File: config.mk
export PLATFORM = sky130hd
export DESIGN_NAME = memtest_engine
export DESIGN_NICKNAME = d
export VERILOG_FILES = /design/src/rtl/mt_pkg.sv /design/src/rtl/mt_cursor_step.sv /design/src/rtl/mt_op_decode.sv /design/src/rtl/mt_fail_latch.sv /design/src/rtl/memtest_engine.sv
export SDC_FILE = /design/constraint.sdc
export NUM_CORES = 1
export LEC_CHECK = 0
export BUFFER_PORTS_ARGS = -buffer_cell sky130_fd_sc_hd__buf_2
export CORE_MARGIN = 1.5
export CORE_UTILIZATION = 35
export CTS_BUF_LIST = sky130_fd_sc_hd__clkbuf_16
export CTS_CLUSTER_DIAMETER = 40
export CTS_CLUSTER_SIZE = 14
export DETAILED_ROUTE_END_ITERATION = 10
export PLACE_DENSITY_LB_ADDON = 0.1
export SKIP_LAST_GASP = 1
export SLEW_MARGIN = 0
export SYNTH_ARGS = -nofsm -noshare
export SYNTH_HDL_FRONTEND = slang
export SYNTH_SLANG_ARGS = --single-unit
File: constraint.sdc
create_clock -name clk_i -period 2.8 [get_ports clk_i]
set_input_delay 0.56 -clock clk_i [delete_from_list [all_inputs] [get_ports clk_i]]
set_output_delay 0.56 -clock clk_i [all_outputs]
set_load 0.02 [all_outputs]
File: src/rtl/mt_pkg.sv
package mt_pkg;

  typedef enum logic [1:0] {
    PH_DBUS  = 2'd0,
    PH_ABUS  = 2'd1,
    PH_AFILL = 2'd2,
    PH_IFILL = 2'd3
  } phase_e;

  typedef enum logic [1:0] {
    ST_IDLE,
    ST_ISSUE,
    ST_WAIT,
    ST_DONE
  } state_e;

endpackage

File: src/rtl/mt_cursor_step.sv
// Computes the position of the next access in the fixed test sequence.
module mt_cursor_step
  import mt_pkg::*;
#(
  parameter int DW           = 8,
  parameter int REGION_WORDS = 300,
  parameter int NA           = 9,
  parameter int CW           = 10
) (
  input  phase_e          phase_i,
  input  logic            sub_i,
  input  logic [CW-1:0]   i_i,
  input  logic [CW-1:0]   j_i,
  output phase_e          phase_o,
  output logic            sub_o,
  output logic [CW-1:0]   i_o,
  output logic [CW-1:0]   j_o,
  output logic            last_o
);
  localparam logic [CW-1:0] BIT_LAST  = CW'(DW - 1);
  localparam logic [CW-1:0] LINE_LAST = CW'(NA);
  localparam logic [CW-1:0] STEP_LAST = CW'(NA + 2);
  localparam logic [CW-1:0] WORD_LAST = CW'(REGION_WORDS - 1);

  always_comb begin
    phase_o = phase_i;
    sub_o   = sub_i;
    i_o     = i_i;
    j_o     = j_i;
    last_o  = 1'b0;
    case (phase_i)
      PH_DBUS: begin
        if (j_i == '0) begin
          j_o = CW'(1);
        end else begin
          j_o = '0;
          if (i_i < BIT_LAST) begin
            i_o = i_i + CW'(1);
          end else begin
            i_o = '0;
            if (!sub_i) begin
              sub_o = 1'b1;
            end else begin
              phase_o = PH_ABUS;
              sub_o   = 1'b0;
            end
          end
        end
      end
      PH_ABUS: begin
        if (!sub_i) begin
          if (i_i < LINE_LAST) begin
            i_o = i_i + CW'(1);
          end else begin
            sub_o = 1'b1;
            i_o   = CW'(1);
            j_o   = '0;
          end
        end else if (j_i == STEP_LAST) begin
          j_o = '0;
          if (i_i < LINE_LAST) begin
            i_o = i_i + CW'(1);
          end else begin
            phase_o = PH_AFILL;
            sub_o   = 1'b0;
            i_o     = '0;
          end
        end else if (j_i == i_i) begin
          j_o = j_i + CW'(2);  // skip reading the line under test
        end else begin
          j_o = j_i + CW'(1);
        end
      end
      default: begin
        if (i_i < WORD_LAST) begin
          i_o = i_i + CW'(1);
        end else begin
          i_o = '0;
          if (!sub_i) begin
            sub_o = 1'b1;
          end else if (phase_i == PH_AFILL) begin
            phase_o = PH_IFILL;
            sub_o   = 1'b0;
          end else begin
            last_o = 1'b1;
          end
        end
      end
    endcase
  end

endmodule

File: src/rtl/mt_op_decode.sv
// Turns a sequence position into an access: read or write, address and data.
module mt_op_decode
  import mt_pkg::*;
#(
  parameter int AW        = 10,
  parameter int DW        = 8,
  parameter int NA        = 9,
  parameter int CW        = 10,
  parameter int DBUS_ADDR = 0
) (
  input  phase_e          phase_i,
  input  logic            sub_i,
  input  logic [CW-1:0]   i_i,
  input  logic [CW-1:0]   j_i,
  output logic            is_read_o,
  output logic [AW-1:0]   addr_o,
  output logic [DW-1:0]   data_o
);
  localparam logic [CW-1:0] STEP_LAST = CW'(NA + 2);

  function automatic logic [DW-1:0] odd_bits();
    logic [DW-1:0] p;
    for (int k = 0; k < DW; k++) p[k] = (k % 2) == 1;
    return p;
  endfunction

  localparam logic [DW-1:0] BASE_PAT = odd_bits();
  localparam logic [DW-1:0] TEST_PAT = ~BASE_PAT;
  localparam logic [DW-1:0] ONE_DW   = DW'(1);
  localparam logic [AW-1:0] ONE_AW   = AW'(1);

  function automatic logic [AW-1:0] idx_to_addr(input logic [CW-1:0] v);
    logic [CW+AW-1:0] e;
    e = {{AW{1'b0}}, v};
    return e[AW-1:0];
  endfunction

  function automatic logic [DW-1:0] addr_to_data(input logic [AW-1:0] a);
    logic [AW+DW-1:0] e;
    e = {{DW{1'b0}}, a};
    return e[DW-1:0];
  endfunction

  // line index 0 -> offset 0, index k -> offset 2^(k-1)
  function automatic logic [AW-1:0] line_addr(input logic [CW-1:0] k);
    if (k == '0) return '0;
    return ONE_AW << (k - CW'(1));
  endfunction

  logic [DW-1:0] walk;
  logic [AW-1:0] fill_addr;
  assign walk      = ONE_DW << i_i;
  assign fill_addr = idx_to_addr(i_i);

  always_comb begin
    is_read_o = 1'b0;
    addr_o    = '0;
    data_o    = '0;
    case (phase_i)
      PH_DBUS: begin
        addr_o    = AW'(DBUS_ADDR);
        data_o    = sub_i ? ~walk : walk;
        is_read_o = (j_i != '0);
      end
      PH_ABUS: begin
        data_o = BASE_PAT;
        if (!sub_i) begin
          addr_o = line_addr(i_i);
        end else if (j_i == '0) begin
          addr_o = line_addr(i_i);
          data_o = TEST_PAT;
        end else if (j_i == STEP_LAST) begin
          addr_o = line_addr(i_i);
        end else begin
          addr_o    = line_addr(j_i - CW'(1));
          is_read_o = 1'b1;
        end
      end
      default: begin
        addr_o    = fill_addr;
        data_o    = (phase_i == PH_IFILL) ? ~addr_to_data(fill_addr)
                                          : addr_to_data(fill_addr);
        is_read_o = sub_i;
      end
    endcase
  end

endmodule

File: src/rtl/mt_fail_latch.sv
// Compares returned data and holds the record of the first mismatch.
module mt_fail_latch #(
  parameter int AW = 10,
  parameter int DW = 8
) (
  input  logic            clk_i,
  input  logic            rst_i,
  input  logic            clear_i,
  input  logic            check_i,
  input  logic [1:0]      phase_i,
  input  logic [AW-1:0]   addr_i,
  input  logic [DW-1:0]   exp_i,
  input  logic [DW-1:0]   act_i,
  output logic            mismatch_o,
  output logic [1:0]      phase_o,
  output logic [AW-1:0]   addr_o,
  output logic [DW-1:0]   exp_o,
  output logic [DW-1:0]   act_o
);
  assign mismatch_o = check_i && (act_i != exp_i);

  always_ff @(posedge clk_i) begin
    if (rst_i || clear_i) begin
      phase_o <= '0;
      addr_o  <= '0;
      exp_o   <= '0;
      act_o   <= '0;
    end else if (mismatch_o) begin
      phase_o <= phase_i;
      addr_o  <= addr_i;
      exp_o   <= exp_i;
      act_o   <= act_i;
    end
  end

endmodule

File: src/rtl/memtest_engine.sv
module memtest_engine
  import mt_pkg::*;
#(
  parameter int AW           = 10,
  parameter int DW           = 8,
  parameter int REGION_WORDS = 300,
  parameter int DBUS_ADDR    = 0
) (
  input  logic            clk_i,
  input  logic            rst_i,
  input  logic            start_i,
  output logic            mem_req_o,
  output logic            mem_we_o,
  output logic [AW-1:0]   mem_addr_o,
  output logic [DW-1:0]   mem_wdata_o,
  input  logic [DW-1:0]   mem_rdata_i,
  input  logic            mem_rvalid_i,
  output logic            done_o,
  output logic            pass_o,
  output logic [1:0]      fail_phase_o,
  output logic [AW-1:0]   fail_addr_o,
  output logic [DW-1:0]   fail_exp_o,
  output logic [DW-1:0]   fail_act_o
);
  localparam int NA     = $clog2(REGION_WORDS);
  localparam int MAX_A  = (REGION_WORDS > DW) ? REGION_WORDS : DW;
  localparam int MAXCNT = (MAX_A > NA + 3) ? MAX_A : NA + 3;
  localparam int CW     = $clog2(MAXCNT + 1);

  state_e        state_q;
  phase_e        phase_q, phase_n;
  logic          sub_q, sub_n;
  logic [CW-1:0] i_q, i_n, j_q, j_n;
  logic          step_last;

  logic          op_read;
  logic [AW-1:0] op_addr;
  logic [DW-1:0] op_data;
  logic [DW-1:0] exp_q;
  logic          mismatch;
  logic          start_ok;

  mt_cursor_step #(
    .DW(DW), .REGION_WORDS(REGION_WORDS), .NA(NA), .CW(CW)
  ) step_i (
    .phase_i(phase_q), .sub_i(sub_q), .i_i(i_q), .j_i(j_q),
    .phase_o(phase_n), .sub_o(sub_n), .i_o(i_n), .j_o(j_n),
    .last_o(step_last)
  );

  mt_op_decode #(
    .AW(AW), .DW(DW), .NA(NA), .CW(CW), .DBUS_ADDR(DBUS_ADDR)
  ) dec_i (
    .phase_i(phase_q), .sub_i(sub_q), .i_i(i_q), .j_i(j_q),
    .is_read_o(op_read), .addr_o(op_addr), .data_o(op_data)
  );

  assign start_ok = start_i && (state_q == ST_IDLE || state_q == ST_DONE);

  mt_fail_latch #(.AW(AW), .DW(DW)) latch_i (
    .clk_i(clk_i), .rst_i(rst_i), .clear_i(start_ok),
    .check_i(state_q == ST_WAIT && mem_rvalid_i),
    .phase_i(phase_q), .addr_i(mem_addr_o), .exp_i(exp_q), .act_i(mem_rdata_i),
    .mismatch_o(mismatch),
    .phase_o(fail_phase_o), .addr_o(fail_addr_o),
    .exp_o(fail_exp_o), .act_o(fail_act_o)
  );

  always_ff @(posedge clk_i) begin
    if (rst_i) begin
      state_q     <= ST_IDLE;
      phase_q     <= PH_DBUS;
      sub_q       <= 1'b0;
      i_q         <= '0;
      j_q         <= '0;
      mem_req_o   <= 1'b0;
      mem_we_o    <= 1'b0;
      mem_addr_o  <= '0;
      mem_wdata_o <= '0;
      exp_q       <= '0;
      done_o      <= 1'b0;
      pass_o      <= 1'b0;
    end else begin
      mem_req_o <= 1'b0;
      case (state_q)
        ST_IDLE, ST_DONE: begin
          if (start_ok) begin
            state_q <= ST_ISSUE;
            phase_q <= PH_DBUS;
            sub_q   <= 1'b0;
            i_q     <= '0;
            j_q     <= '0;
            done_o  <= 1'b0;
            pass_o  <= 1'b0;
          end
        end
        ST_ISSUE: begin
          mem_req_o   <= 1'b1;
          mem_we_o    <= !op_read;
          mem_addr_o  <= op_addr;
          mem_wdata_o <= op_read ? '0 : op_data;
          exp_q       <= op_data;
          if (op_read) begin
            state_q <= ST_WAIT;
          end else begin
            phase_q <= phase_n;
            sub_q   <= sub_n;
            i_q     <= i_n;
            j_q     <= j_n;
          end
        end
        ST_WAIT: begin
          if (mem_rvalid_i) begin
            if (mismatch) begin
              state_q <= ST_DONE;
              done_o  <= 1'b1;
              pass_o  <= 1'b0;
            end else if (step_last) begin
              state_q <= ST_DONE;
              done_o  <= 1'b1;
              pass_o  <= 1'b1;
            end else begin
              state_q <= ST_ISSUE;
              phase_q <= phase_n;
              sub_q   <= sub_n;
              i_q     <= i_n;
              j_q     <= j_n;
            end
          end
        end
        default: state_q <= ST_IDLE;
      endcase
    end
  end

  AST_READ_SINGLE: assert property (@(posedge clk_i) disable iff (rst_i)
    (mem_req_o && !mem_we_o) |=> !mem_req_o);

  AST_ADDR_IN_REGION: assert property (@(posedge clk_i) disable iff (rst_i)
    mem_req_o |-> (32'(mem_addr_o) < 32'(REGION_WORDS)));

  AST_QUIET_WHEN_DONE: assert property (@(posedge clk_i) disable iff (rst_i)
    done_o |-> !mem_req_o);

  AST_PASS_NEEDS_DONE: assert property (@(posedge clk_i) disable iff (rst_i)
    pass_o |-> done_o);

  AST_FAIL_RECORD_HELD: assert property (@(posedge clk_i) disable iff (rst_i)
    (done_o && !pass_o && !start_i) |=> ($stable(fail_addr_o) && $stable(fail_act_o)));

endmodule

## After elaboration in Yosys (flattened, before gate mapping)

Cells that the tools add are included.

| storage, ports and cells | value |
|---|---|
| logic and storage cells | 174 |
| bits of input ports | 12 |
| register bits | 81 |

| operators by class | value |
|---|---|
| add/subtract/negate cells | 6 |
| bitwise operators | 2 |
| equality and inequality tests | 16 |
| mux-type cells | 110 |
| $lt $le $gt $ge | 3 |
| reduce and logical (&&, ||, !) cells | 18 |
| shift-type cells | 3 |

Operators by type and width:

| operator | count |
|---|---|
| $mux 9 | 20 |
| $mux 10 | 9 |
| $pmux 9 s3 | 2 |
| $mux 1 | 43 |
| $mux 8 | 5 |
| $mux 2 | 19 |
| $pmux 9 s2 | 2 |
| $logic_not 9->1 | 3 |
| $sub 9x1->9 const B | 3 |
| $pmux 10 s2 | 1 |
| $shl 1x9->10 const A | 2 |
| $add 9x1->9 const B | 2 |
| $not 8->8 | 2 |
| $pmux 8 s2 | 1 |
| $pmux 2 s3 | 2 |
| $ne 2x2->1 const B | 5 |
| $add 9x2->9 const B | 1 |
| $eq 9x4->1 const B | 1 |
| $eq 9x9->1 | 1 |
| $lt 9x3->1 const B | 1 |
| $lt 9x4->1 const B | 1 |
| $lt 9x9->1 const B | 1 |
| $reduce_bool 9->1 | 1 |
| $shl 1x9->8 const A | 1 |
| 17 further kinds | 29 |

## Logic depth before layout (Yosys ltp)

| depth | value |
|---|---|
| depth after elaboration | 12 |
| depth in mapped cells | 12 |
| depth with buffers taken out | 9 |

## By module

Synthesis repeated with hierarchy kept, for this count alone.

| unflattened totals | value |
|---|---|
| cells, all modules | 728 |
| area, all modules | 5901.9 um^2 |

By module, submodules not included:

| module | instances | area each (um^2) | cells an instance |
|---|---|---|---|
| memtest_engine | 1 | 2255.9 | 222 |
| mt_op_decode | 1 | 1337.5 | 200 |
| mt_fail_latch | 1 | 1191.1 | 133 |
| mt_cursor_step | 1 | 1117.3 | 173 |

## Worst setup path before layout

Ideal clock, no wire load.

| timing | value |
|---|---|
| path type | register to register |
| start point | reg j_q[0] |
| end point | reg mem_addr_o[9] |
| buffers on the path | 2 |
| stages on the path, launching flop included | 11 |
| slack | -154 ps |
| data required time | 2705 ps |
| setup time | 95 ps |
| data arrival time | 2859 ps |
| clock period less this slack | 2954 ps |
| cells stage by stage | dfxtp_1 > clkbuf_1 > clkbuf_1 > inv_1 > ha_1 > nand2_1 > or3_1 > a311o_1 > o32ai_2 > nand4_1 > a221oi_1 |

| on the way | value |
|---|---|
| longest elaborated chain between the ends | 12 |

RTL lines:

| what | line | text |
|---|---|---|
| start: declaration | memtest_engine.sv:33 | `logic [CW-1:0] i_q, i_n, j_q, j_n;` |
| start signal: assignment | memtest_engine.sv:109 | `j_q <= j_n;` |
| start signal: assignment | memtest_engine.sv:127 | `j_q <= j_n;` |
| $sub 9x1->9 | mt_op_decode.sv:75 | `addr_o = line_addr(j_i - CW'(1));` |
| $logic_not 9->1 | mt_op_decode.sv:46 | `if (k == '0) return '0;` |
| $mux 1 | mt_op_decode.sv:46 |  |
| $mux 1 | mt_op_decode.sv:72 | `end else if (j_i == STEP_LAST) begin` |
| $mux 1 | mt_op_decode.sv:69 | `end else if (j_i == '0) begin` |
| $mux 1 | mt_op_decode.sv:67 | `if (!sub_i) begin` |
| $mux 1 | mt_op_decode.sv:59 | `case (phase_i)` |
| $mux 10 | mt_op_decode.sv:47 | `return ONE_AW << (k - CW'(1));` |
| $mux 10 | mt_op_decode.sv:72 |  |
| $mux 10 (*) | mt_op_decode.sv:69 |  |
| $mux 10 (*) | mt_op_decode.sv:67 |  |
| $pmux 10 s2 (*) | mt_op_decode.sv:59 |  |
| end signal: assignment | memtest_engine.sv:100 | `mem_addr_o <= op_addr;` |
| end: declaration | memtest_engine.sv:14 | `output logic [AW-1:0] mem_addr_o,` |

Mark *: on every way between the ends. The rest lies on a longest branch, timed or not. The select of a mux whose other input is x is not followed.
A chain may end at the register's enable or synchronous reset.

## Worst setup path after layout

| timing | value |
|---|---|
| start point | reg j_q[4] |
| end point | reg i_q[6] |

| on the way | value |
|---|---|
| longest elaborated chain between the ends | 8 |

RTL lines:

| what | line | text |
|---|---|---|
| $eq 9x4->1 | mt_cursor_step.sv:59, mt_op_decode.sv:72 |  |
| $mux 9 | mt_cursor_step.sv:59 | `end else if (j_i == STEP_LAST) begin` |
| $mux 9 | mt_cursor_step.sv:51 | `if (!sub_i) begin` |
| $pmux 9 s2 | mt_cursor_step.sv:31 | `case (phase_i)` |
| $mux 9 | memtest_engine.sv:118 | `end else if (step_last) begin` |
| $mux 9 | memtest_engine.sv:114 | `if (mismatch) begin` |
| $mux 9 | memtest_engine.sv:113 | `if (mem_rvalid_i) begin` |
| $pmux 9 s3 | memtest_engine.sv:85 | `case (state_q)` |
| end signal: assignment | memtest_engine.sv:108 | `i_q <= i_n;` |
| end signal: assignment | memtest_engine.sv:126 | `i_q <= i_n;` |
| end: declaration | memtest_engine.sv:33 |  |

Parallel ways exist; a longest one is shown, timed or not. The select of a mux whose other input is x is not followed.

==> flow_summary.toml <==
[timing]
min_period_ns = 2.679
rsz0062_at_grt = "no"
hold_violations = 0
worstMarginPinSlew_ns = 0.7267
finalSetupTns_ns = 0
relSlewSlack_pct = 51.55
setup_ws_ns = 0.1206
setup_viol = 0
layout_worst_path_cycle_share_pct = 95.69
clock.fmax_mhz = 373.2
timing.final.max_slew_violations = 0
skew_ns = 0.006641

[synth]
ys_seq_area_share_pct = 31.66
syn-num-nets = 692
synthCells = 666
yosys.area_share.simple_pct = 26.41
avgSynthCellArea_sq_um = 7.689
ys.flop_type = "dfxtp_1"
synth_fa_ha_area_share_pct = 3.420
async_flop_share_pct = 0
synth_mux_area_share_pct = 6.645
synth_warnings = 0
synth_edf_count = 0
syn_area_sq_um = 5121
synth_xor_area_share_pct = 6.157
synth.distinct_cells = 65
synth_top_family_by_area = "simple AND/OR/NAND/NOR gates"
synth-compound-area-share_pct = 19.99
ys_ff_latch = 81

[placement]
pre_cts_ws_ns = -0.1134
gp_congestion = 0.8858
dp.cells = 924
io_buffers = 61
dp.final_hpwl_um = 12040

[worst_setup_path]
reg2reg_depth = 8
slowest_delay_ns = 0.58
cp_slowest_cell = "or4_1"
crit_chain = "or4_1 > a2111o_1 > a21o_1 > buf_4 > or4_1 > nor2_2 > nand3b_1 > a21oi_1"
end_kind = "register"
crit_fanout = 5
critical_path_arrival_ns = 2.95
cp-start-kind = "register"
critPathKind = "register to register"
required_ns = 3.07
crit_top_cell = "or4_1"

[layout]
areaGrowthSynthToFinish_pct = 22.99
drive_above_1_share_pct = 22.75
num-nets-final = 777
fin_util_pct = 43.67
instances_no_fill = 940
multi_input_area_sq_um = 3253
fill_cells = 1451
n_antenna_cell = 0
seq_area_sq_um = 1623

[job]
drv_cap = 0

[pwr]
leakage_nw = 2.421
p_sw_w = 0.001999
p_int_w = 0.002754
pwr-share-clk_pct = 23.6
switching_share_pct = 42.06
vdd_ir_drop_max_mv = 0.3844
total_power_w = 0.004754
powerDensity_nw_per_um2 = 754.8
seqPwrFrac_pct = 29.8
combPwrFrac_pct = 46.6

[drt]
route.met3.wl_um = 857
wl_um = 16130
wire_per_inst_um = 17.16
met1_length_um = 7432
route.vias.total = 5198
avgViaCountPerCell = 5.530
wl_met2_um = 7332
dr.max_layer_used = "met4"
dr.pass1.iters = 5
remaining_drc_errors = 0
ant_nets = 0
drt_iter0_drc = 438

[cts]
cts_made_buffers = 9
clkLatencyLatePin_ns = 0.35
cts_root_buffer = "clkbuf_16"
clock_path_buffers = 2
cts_max_level = 3
postCtsHoldBufs = 0
clkTransAtPathRegs_ns = 0.07
cts_tree = "yes"
numClockSinks = 81

[global_routing]
grt_pass1_wl_um = 25470
grt_overflow = 0
grt_antenna_before_repair = 0
grt_use_total_pct = 21.66
grt_pass1_vias = 4755
grt_max_degree = 49

[die]
row_count = 44
dieArea_sq_um = 15370
core_area_sq_um = 14420
pin_count = 62
die_y_um = 124.0
start_util_pct = 35.50
die_w_um = 124.0

[worst_hold_path]
hold_path_class = "register to register"
holdPathStages = 2

[outcome]
status = "finished clean"
-- power groups by stage --
| stage | registers [W] | logic [W] | clock network (W) |
|---|---|---|---|
| after floorplan | 0.00148 | 0.00138 | 0 |
| after global placement | 0.00144 | 0.00217 | 0 |
| after detailed placement | 0.00144 | 0.00218 | 0 |
| after CTS | 0.00142 | 0.00219 | 0.00117 |
| after global routing | 0.00143 | 0.00245 | 0.00121 |
| final | 0.00142 | 0.00221 | 0.00112 |
-- cell usage after synthesis (2+ instances only) --
library cell  instances  area [sq um]
mux2i_1              34         340.3
o21ai_0              31         155.2
a21o_1                5         37.54
a22oi_1               3         22.52
a32oi_1               2         17.52
nor4_1               15         93.84
a31oi_1              12         75.07
a21boi_0              3         22.52
o22ai_1               6         37.54
o311ai_0              2         17.52
nor4_2                2         25.02
nor2_1               96         360.4
nor2b_1               8         50.05
xnor2_1              23         201.4
or4_1                 7         52.55
buf_2                 3         15.01
and2_1                5         31.28
or2_2                 6         37.54
buf_1                 4         15.01
o41ai_1               3         26.28
a21oi_1              31         155.2
nor3_1               34         170.2
inv_1                17         63.81
nand3_1              24         120.1
a211oi_1              7         52.55
dfxtp_1              81          1622
xor2_1               13         113.9
nand4_1               9         56.30
nor4b_1               6         52.55
o31ai_1               7         52.55
nand2b_1              4         25.02
clkbuf_1             52         195.2
o21ai_1               2         10.01
and3_1                3         18.77
a311oi_1             10         87.58
a311o_1               7         70.07
a221oi_1              2         17.52
nand2_1              42         157.7
or3b_2                2         17.52
nor3_2                2         20.02
ha_1                 14         175.2
or3_1                 4         25.02
-- logic make-up after synthesis --
| logic type | count (synthesis) |
|---|---|
| AOI/OAI and AO/OA | 150 |
| xor gates and xnor gates | 36 |
| adders and majority gates | 14 |
| buffers and inverters | 77 |
| DFF | 81 |
| muxes | 34 |
| and+or+nand+nor | 274 |
-- sequential cells by signal (all words and copies together), names as in the netlist --
signal and flops:
i_q 9, sub_q 1, state_q 2, mem_wdata_o 8
j_q 9, done_o 1, latch_i.exp_o 8, mem_we_o 1
latch_i.phase_o 2, latch_i.addr_o 10, latch_i.act_o 8, mem_req_o 1
phase_q 2, mem_addr_o 10, pass_o 1, exp_q 8
-- what timing repair did --
item | in CTS | in global routing
setup buffers | 0 | 0
resized for setup | 0 | 7
setup endpoints to repair | 0 | 26
-- cells in the final DEF (no fill, tap or decap), types with 4 or more instances in the layout --
master	count
a211oi_1	7
inv_1	15
nand4_1	9
buf_4	72
o22ai_1	6
buf_2	61
a21o_1	5
a31oi_1	12
dfxtp_1	80
nand2b_1	4
or3_1	4
ha_1	14
nor2_1	95
a21oi_1	30
or2_2	6
o31ai_1	7
and2_1	5
nor2b_1	8
a311o_1	7
clkbuf_16	9
xnor2_1	23
mux2i_1	34
nor4b_1	4
nand2_1	42
or4_1	6
nand3_1	24
o21ai_0	31
nor4_1	15
a311oi_1	10
nor3_1	34
xor2_1	13
-- per-layer routing --
| layer | GRT usage (%) | vias up |
|---|---|---|
| li1 | - | 2584 |
| met1 | 28.46 | 2430 |
| met2 | 34.94 | 157 |
| met3 | 4.121 | 27 |
| met4 | 8.665 | 0 |
| met5 | 0 | - |
-- critical path: cells and delay by family (launching register included) --
kind | cells | cell delay (ns)
buffers and inverters | 1 | 0.15
and+or+nand+nor | 4 | 1.46
DFF | 1 | 0.31
AOI/OAI and AO/OA | 3 | 0.68
-- cell type report --
| class | count | share of cell area [%] |
|---|---|---|
| clock inverters | 7 | 0.8542 |
| well taps | 184 | 3.655 |
| inverters | 18 | 1.073 |
| multi-input cells | 508 | 51.65 |
| clock buffers | 9 | 3.576 |
| flip-flops and latches | 81 | 25.76 |
| repair buffers | 133 | 13.43 |
-- per-stage QoR --
step / area [sq um] / hold WS [ns]
after floorplan: 5140 / 0.4626
after global placement: 6001 / 0.4446
after detailed placement: 6001 / 0.4628
after CTS: 6280 / 0.4691
after global routing: 6299 / 0.4804
final: 6299 / 0.4737
-- path summary, 6_finish.rpt --
kind	startpoint	slack, ns	to
max	j_q[4]$_SDFFE_PP0P_	0.12	i_q[6]$_SDFFE_PP0P_
min	mem_we_o$_SDFFE_PP0P_	0.47	mem_we_o$_SDFFE_PP0P_
max reg2reg	j_q[4]$_SDFFE_PP0P_	0.12	i_q[6]$_SDFFE_PP0P_
min reg2reg	mem_we_o$_SDFFE_PP0P_	0.47	mem_we_o$_SDFFE_PP0P_
Power figures use the tool's default switching activity.
